[src/rtl/xlat_ctx_pkg.sv]
package xlat_ctx_pkg;

  typedef enum logic [3:0] {
    REG_NONE, REG_CTRL, REG_TTBCR, REG_BUS, REG_TTLO,
    REG_TTHI, REG_STAT, REG_ATTR0, REG_ATTR1, REG_FADDR
  } regId_e;

  // strobes handed from the decoder to the register datapath
  typedef struct packed {
    regId_e regId;
    logic   hit;
    logic   wr;
  } busStrobe_t;

  localparam int WIN_W = 6;                       // 64-byte context window
  localparam logic [31:0] CTRL_WMASK = 32'h0003_003D;
  localparam int FLUSH_BIT = 1;
  localparam int INTEN_BIT = 2;

  // internal flag order: [0] translation, [1] permission, [2] walk abort, [3] multi hit
  function automatic logic [3:0] faultFlag(input logic [1:0] kind);
    return 4'b0001 << kind;
  endfunction

endpackage

[src/rtl/xlat_ctx_ctrl.sv]
module xlat_ctx_ctrl
  import xlat_ctx_pkg::*;
#(
  parameter int NUM_CTX = 4,
  parameter int ADDR_W  = 12,
  parameter int CTX_W   = 2
) (
  input  logic [ADDR_W-1:0]  busAddr,
  input  logic               busWrEn,
  input  logic               faultValid,
  input  logic [CTX_W-1:0]   faultCtx,
  output busStrobe_t         strobe,
  output logic [CTX_W-1:0]   ctxIdx,
  output logic [NUM_CTX-1:0] ctxHot,
  output logic [NUM_CTX-1:0] faultHot
);
  localparam int ALIAS_BIT = ADDR_W - 1;
  localparam int UP_W      = ALIAS_BIT - WIN_W;

  logic [UP_W-1:0] winNum;
  logic            winOk;
  regId_e          regId;

  assign winNum = busAddr[ALIAS_BIT-1:WIN_W];
  assign winOk  = winNum < UP_W'(NUM_CTX);
  assign ctxIdx = winNum[CTX_W-1:0];

  always_comb begin
    unique case (busAddr[WIN_W-1:0])
      6'h00:   regId = REG_CTRL;
      6'h08:   regId = REG_TTBCR;
      6'h0C:   regId = REG_BUS;
      6'h10:   regId = REG_TTLO;
      6'h14:   regId = REG_TTHI;
      6'h20:   regId = REG_STAT;
      6'h28:   regId = REG_ATTR0;
      6'h2C:   regId = REG_ATTR1;
      6'h30:   regId = REG_FADDR;
      default: regId = REG_NONE;
    endcase
  end

  assign strobe.regId = regId;
  assign strobe.hit   = winOk && (regId != REG_NONE);
  assign strobe.wr    = busWrEn && strobe.hit;
  assign ctxHot       = strobe.hit ? (NUM_CTX'(1) << ctxIdx) : '0;

  logic faultOk;
  assign faultOk  = faultValid && ({1'b0, faultCtx} < (CTX_W+1)'(NUM_CTX));
  assign faultHot = faultOk ? (NUM_CTX'(1) << faultCtx) : '0;
endmodule

[src/rtl/xlat_ctx_dp.sv]
module xlat_ctx_dp
  import xlat_ctx_pkg::*;
#(
  parameter int NUM_CTX = 4,
  parameter int CTX_W   = 2
) (
  input  logic                  clk,
  input  logic                  rst_n,
  input  busStrobe_t            strobe,
  input  logic [CTX_W-1:0]      ctxIdx,
  input  logic [NUM_CTX-1:0]    ctxHot,
  input  logic [NUM_CTX-1:0]    faultHot,
  input  logic [31:0]           busWdata,
  input  logic [1:0]            faultType,
  input  logic [2:0]            faultCode,
  input  logic [1:0]            faultLevel,
  input  logic [31:0]           faultAddr,
  input  logic [NUM_CTX-1:0]    flushDone,
  output logic [31:0]           busRdata,
  output logic [NUM_CTX-1:0]    flushStart,
  output logic [NUM_CTX-1:0]    busyVec,
  output logic [NUM_CTX-1:0]    flagAnyVec,
  output logic [NUM_CTX*32-1:0] faddrFlat,
  output logic                  irq
);
  logic [31:0]        rdWord [NUM_CTX];
  logic [NUM_CTX-1:0] irqVec;

  for (genvar c = 0; c < NUM_CTX; c++) begin : g_ctx
    logic [31:0] ctrlQ, ttbcrQ, ttLoQ, attr0Q, attr1Q, faddrQ;
    logic [7:0]  ttHiQ;
    logic [2:0]  busQ, codeQ;
    logic [1:0]  lvlQ;
    logic [3:0]  flagQ;
    logic        busyQ, kickQ;
    logic        wrSel, wrCtrl, wrStat, capt;

    assign wrSel  = strobe.wr && ctxHot[c];
    assign wrCtrl = wrSel && strobe.regId == REG_CTRL;
    assign wrStat = wrSel && strobe.regId == REG_STAT;
    assign capt   = faultHot[c];

    always_ff @(posedge clk) begin
      if (!rst_n) begin
        ctrlQ <= '0; ttbcrQ <= '0; ttLoQ <= '0; ttHiQ <= '0; busQ <= '0;
        attr0Q <= '0; attr1Q <= '0; faddrQ <= '0; codeQ <= '0; lvlQ <= '0;
        flagQ <= '0; busyQ <= 1'b0; kickQ <= 1'b0;
      end else begin
        kickQ <= 1'b0;
        if (wrCtrl) ctrlQ <= busWdata & CTRL_WMASK;
        if (wrSel && strobe.regId == REG_TTBCR) ttbcrQ <= busWdata;
        if (wrSel && strobe.regId == REG_BUS)   busQ   <= busWdata[2:0];
        if (wrSel && strobe.regId == REG_TTLO)  ttLoQ  <= busWdata;
        if (wrSel && strobe.regId == REG_TTHI)  ttHiQ  <= busWdata[7:0];
        if (wrSel && strobe.regId == REG_ATTR0) attr0Q <= busWdata;
        if (wrSel && strobe.regId == REG_ATTR1) attr1Q <= busWdata;
        // invalidate tracker: a request while busy merges into the running one
        if (busyQ) begin
          if (flushDone[c]) busyQ <= 1'b0;
        end else if (wrCtrl && busWdata[FLUSH_BIT]) begin
          busyQ <= 1'b1;
          kickQ <= 1'b1;
        end
        // fault latch: first fault owns code, level and address
        if (capt && (wrStat || flagQ == 4'd0)) begin
          flagQ  <= faultFlag(faultType);
          codeQ  <= faultCode;
          lvlQ   <= faultLevel;
          faddrQ <= faultAddr;
        end else if (capt) begin
          flagQ <= flagQ | faultFlag(faultType);
        end else if (wrStat) begin
          flagQ <= '0; codeQ <= '0; lvlQ <= '0; faddrQ <= '0;
        end
      end
    end

    logic [31:0] statWord;
    assign statWord = {18'd0, lvlQ, 1'b0, codeQ, 3'd0, flagQ[3], 1'b0,
                       flagQ[2], flagQ[1], flagQ[0]};

    always_comb begin
      unique case (strobe.regId)
        REG_CTRL:  rdWord[c] = ctrlQ | (32'(busyQ) << FLUSH_BIT);
        REG_TTBCR: rdWord[c] = ttbcrQ;
        REG_BUS:   rdWord[c] = {29'd0, busQ};
        REG_TTLO:  rdWord[c] = ttLoQ;
        REG_TTHI:  rdWord[c] = {24'd0, ttHiQ};
        REG_STAT:  rdWord[c] = statWord;
        REG_ATTR0: rdWord[c] = attr0Q;
        REG_ATTR1: rdWord[c] = attr1Q;
        REG_FADDR: rdWord[c] = faddrQ;
        default:   rdWord[c] = '0;
      endcase
    end

    assign flushStart[c]          = kickQ;
    assign busyVec[c]             = busyQ;
    assign flagAnyVec[c]          = |flagQ;
    assign irqVec[c]              = ctrlQ[INTEN_BIT] && (|flagQ);
    assign faddrFlat[c*32 +: 32]  = faddrQ;
  end

  assign busRdata = strobe.hit ? rdWord[ctxIdx] : 32'd0;
  assign irq      = |irqVec;
endmodule

[src/rtl/xlat_ctx_regfile.sv]
module xlat_ctx_regfile
  import xlat_ctx_pkg::*;
#(
  parameter int NUM_CTX = 4,
  parameter int ADDR_W  = 12,
  localparam int CTX_W  = (NUM_CTX > 1) ? $clog2(NUM_CTX) : 1
) (
  input  logic               clk,
  input  logic               rst_n,
  input  logic [ADDR_W-1:0]  busAddr,
  input  logic               busWrEn,
  input  logic [31:0]        busWdata,
  output logic [31:0]        busRdata,
  output logic [NUM_CTX-1:0] flushStart,
  input  logic [NUM_CTX-1:0] flushDone,
  input  logic               faultValid,
  input  logic [CTX_W-1:0]   faultCtx,
  input  logic [1:0]         faultType,
  input  logic [2:0]         faultCode,
  input  logic [1:0]         faultLevel,
  input  logic [31:0]        faultAddr,
  output logic               irq
);
  busStrobe_t            strobe;
  logic [CTX_W-1:0]      ctxIdx;
  logic [NUM_CTX-1:0]    ctxHot, faultHot, busyVec, flagAnyVec;
  logic [NUM_CTX*32-1:0] faddrFlat;

  xlat_ctx_ctrl #(.NUM_CTX(NUM_CTX), .ADDR_W(ADDR_W), .CTX_W(CTX_W)) u_ctrl (
    .busAddr(busAddr), .busWrEn(busWrEn), .faultValid(faultValid),
    .faultCtx(faultCtx), .strobe(strobe), .ctxIdx(ctxIdx),
    .ctxHot(ctxHot), .faultHot(faultHot)
  );

  xlat_ctx_dp #(.NUM_CTX(NUM_CTX), .CTX_W(CTX_W)) u_dp (
    .clk(clk), .rst_n(rst_n), .strobe(strobe), .ctxIdx(ctxIdx),
    .ctxHot(ctxHot), .faultHot(faultHot), .busWdata(busWdata),
    .faultType(faultType), .faultCode(faultCode), .faultLevel(faultLevel),
    .faultAddr(faultAddr), .flushDone(flushDone), .busRdata(busRdata),
    .flushStart(flushStart), .busyVec(busyVec), .flagAnyVec(flagAnyVec),
    .faddrFlat(faddrFlat), .irq(irq)
  );
endmodule

[config.mk]
export PLATFORM = sky130hd
export DESIGN_NAME = xlat_ctx_regfile
export DESIGN_NICKNAME = d
export VERILOG_FILES = /design/src/rtl/xlat_ctx_pkg.sv /design/src/rtl/xlat_ctx_ctrl.sv /design/src/rtl/xlat_ctx_dp.sv /design/src/rtl/xlat_ctx_regfile.sv
export SDC_FILE = /design/constraint.sdc
export NUM_CORES = 2
export LEC_CHECK = 0
export BUFFER_PORTS_ARGS = -buffer_cell sky130_fd_sc_hd__buf_4
export CAP_MARGIN = 40
export CORE_UTILIZATION = 32
export DETAILED_ROUTE_END_ITERATION = 10
export SYNTH_ARGS = -nofsm -noshare
export SYNTH_HDL_FRONTEND = slang
export SYNTH_HIERARCHICAL = 1
export SYNTH_SLANG_ARGS = --single-unit
[constraint.sdc]
create_clock -name clk -period 4.2 [get_ports clk]
set_input_delay 0.63 -clock clk [delete_from_list [all_inputs] [get_ports clk]]
set_output_delay 0.63 -clock clk [all_outputs]
set_load 0.005 [all_outputs]
==> summary.txt <==
Status
  – Status: completed

Final layout
  – Fin cells: around 5900
  – Fin nets: around 4500
  – Area of the multi-input gates: roughly 18000 um^2
  – Syn-to-layout area delta: 20.20%
  – Register area: ~15000 um^2
  – Layout cell share with drive strength beyond 1: between 10 and 15%
  – FILL cells: 10952

Power
  – Int Power: 12.22 mW
  – Static leakage: between 10 and 15 nW
  – Peak supply drop: 0.0003194 V
  – Combinational power share: ~6.6%
  – Tot Pwr: approximately 16 mW
  – Psw: roughly 4.0 mW
  – Cell Pwr Density: about 380 nW/um^2
  – Flop pwr share: roughly 44%
  – Switching share of total power: between 20% and 30%
  – Clock power share: between 40% and 50%

CTS
  – Worst skew pair latency: 0.68 ns
  – Clock Path Buffers: 3
  – CTS tree: built
  – Cts bufs inserted: between 80 and 90
  – Post-CTS Hold Fix Bufs: 0
  – Num Clock Sinks: roughly 760
  – Clk slew on worst S/H paths: approximately 0.070 ns
  – Root Driver: clkbuf_16
  – H-tree depth: 3

Worst setup path
  – Critical path startpoint category: input pin
  – Worst path depth: 15
  – Slowest stage delay, CP: roughly 0.39 ns
  – Worst endpoint data arrival time: roughly 3.5 ns
  – Kind of critical path: input pin to primary output
  – Cell mode on critical path: buf_4
  – CP bufs+invs: 6
  – Critical-path cell list: buf_4 -> xor2_1 -> a22oi_1 -> nor3_4 -> buf_12 -> or2_1 -> buf_4 -> nor2_4 -> buf_4 -> a221oi_1 -> o21ai_0 -> o21ai_0 -> a21oi_1 -> buf_4 -> buf_4
  – CP max FO: 18
  – Path depth of the worst reg2reg path: 6
  – Worst setup EP type: primary output
  – CP top delay family: buffers and inverters
  – Crit path required time: about 3.6 ns
  – Slowest CP cell: nor3_4

Placement
  – DP HPWL: a little over 100000 um
  – Placed insts: approximately 5700
  – Placer congestion estimate: 0.9382
  – Input/output buffers: ~130

Detailed routing
  – Vias post-DR: 34556
  – Initial DRC count: around 4700
  – Antenna viol nets, final: 0
  – Iteration count of the initial detailed-routing pass: 6
  – DR vias/cell: 5.868
  – Drt wl/cell: 27.37 um
  – DRC: 0
  – Detailed Route WL: around 160000 um

STA
  – Setup Skew: 0.03738 ns
  – Fmax achieved: 239.8 MHz
  – Rel. slew slack: between 30% and 40%
  – Setup TNS: 0 ns
  – Final setup viols: 0
  – Post-layout min period: between 4 and 5 ns
  – Worst slew pin tran: roughly 1 ns
  – Fin. max-slew vios: 0
  – Crit share post-route: between 90 and 100%
  – RSZ-0062 raised after global routing: false
  – Fin. Hold Viols: 0

Flow run
  – Max-Cap Viols: 0

Global route
  – Initial antenna violation count: 4
  – Total track usage: between 20% and 30%
  – Vias in the first global route: ~32000
  – Largest net degree at the start of global routing: between 100 and 150
  – Overflow after GRT: 0
  – First-pass GRT wire length: around 230000 um

Yosys
  – Post-Syn Area: about 35000 um^2
  – Synthesized area per cell: around 8 um^2
  – Syn Nets: around 4400
  – Cell count after synthesis: about 4300
  – Synth warn: 6

Worst hold path
  – Hold Crit Class: input pin to flop
  – Cell count of the worst hold path: 3

Floorplan
  – Ports: 130
  – Die ar.: approximately 110000 um^2
  – Row Count: around 120
  – Core Footprint: 108700 um^2
  – Initial core utilization: 32.23%
  – Die height: 332.9 um
  – Die width: roughly 330 um
## worst paths after layout
kind                                         start                                    end  slack [ns]
max reg2reg    u_dp/g_ctx[0].flagQ[3]$_SDFFE_PN0P_  u_dp/g_ctx[0].faddrQ[14]$_SDFFE_PN0P_        2.16
min                                  faultLevel[0]     u_dp/g_ctx[3].lvlQ[0]$_SDFFE_PN0P_        0.26
max                                     busAddr[4]                           busRdata[16]        0.03
min reg2reg  u_dp/g_ctx[1].faddrQ[24]$_SDFFE_PN0P_  u_dp/g_ctx[1].faddrQ[24]$_SDFFE_PN0P_        0.45
## cells in the final DEF (no fill, tap or decap), types with 69 or more instances in the layout
cell type  instances
dfxtp_1          756
clkbuf_16         85
nand2_1         1271
o21ai_0          126
a21oi_1          103
mux2i_1           71
a21boi_1         148
a21boi_0         556
a22oi_1          210
buf_12            69
buf_4            347
nand3_1          177
## flip-flops by register name, summed over array words and instances (netlist names)
signal and count:
u_dp/g_ctx.lvlQ 8, u_dp/g_ctx.ctrlQ 28, u_dp/g_ctx.codeQ 12, u_dp/g_ctx.ttHiQ 32
u_dp/g_ctx.kickQ 4, u_dp/g_ctx.busQ 12, u_dp/g_ctx.flagQ 16, u_dp/g_ctx.attr1Q 128
u_dp/g_ctx.ttbcrQ 128, u_dp/g_ctx.attr0Q 128, u_dp/g_ctx.faddrQ 128, u_dp/g_ctx.ttLoQ 128
u_dp/g_ctx.busyQ 4
## metal layers
metal  global-route usage (%)  routed length, um  vias to the layer above
li1                         -                  -                    15135
met1                    36.76              63480                    16624
met2                    42.76              69860                     2286
met3                    5.906              18220                      511
met4                    15.73               9593                        0
met5                        0                  0                        -
## cell type report
type	instances	share of cell area, %
timing repair buffer	417	9.501
sequential	756	35.94
antenna	4	0.02377
tap	1414	4.201
clock inverter	34	1.168
clock buffer	122	5.903
multi-input combinational	3131	43.17
inverter	11	0.09805
## worst reg2reg max path, stage by stage (launching register included)
cell and delay [ns]:
dfxtp_1 0.38, nor4_1 0.60, nand2_1 0.16, and2_2 0.26, buf_4 0.30, nand2_1 0.15, a21boi_0 0.08
## power groups by stage
stage                     clock network, mW  logic, mW  registers [mW]
after floorplan                           0      0.516            7.35
after global placement                    0       1.01            7.35
after detailed placement                  0       1.01            7.35
after CTS                              7.98       1.02            7.19
after global routing                   8.30       1.08            7.19
final                                  7.95       1.07            7.19
## timing repair
| item | in CTS | in global routing |
|---|---|---|
| endpoints found under the setup margin | 5 | 18 |
| buffers inserted | 5 | 1 |
| endpoints found under the hold margin | 0 | 0 |
| resized for setup | 7 | 3 |
| cloned | 0 | 0 |
| pin swaps | 2 | 1 |
## through the flow
step           hold slack (ns)  area (um^2)  setup slack (ns)  utilization [%]
2_1_floorplan           0.4273        35030            0.6574                -
3_3_place_gp            0.4373        39010          -0.09140            35.89
3_5_place_dp            0.4415        39010           -0.1128            35.89
4_1_cts                 0.2416        42070           0.06459            38.70
5_1_grt                 0.2617        42110           0.01567            38.73
6_report                0.2592        42110           0.03052            38.74
(Power assumes the default switching activity.)
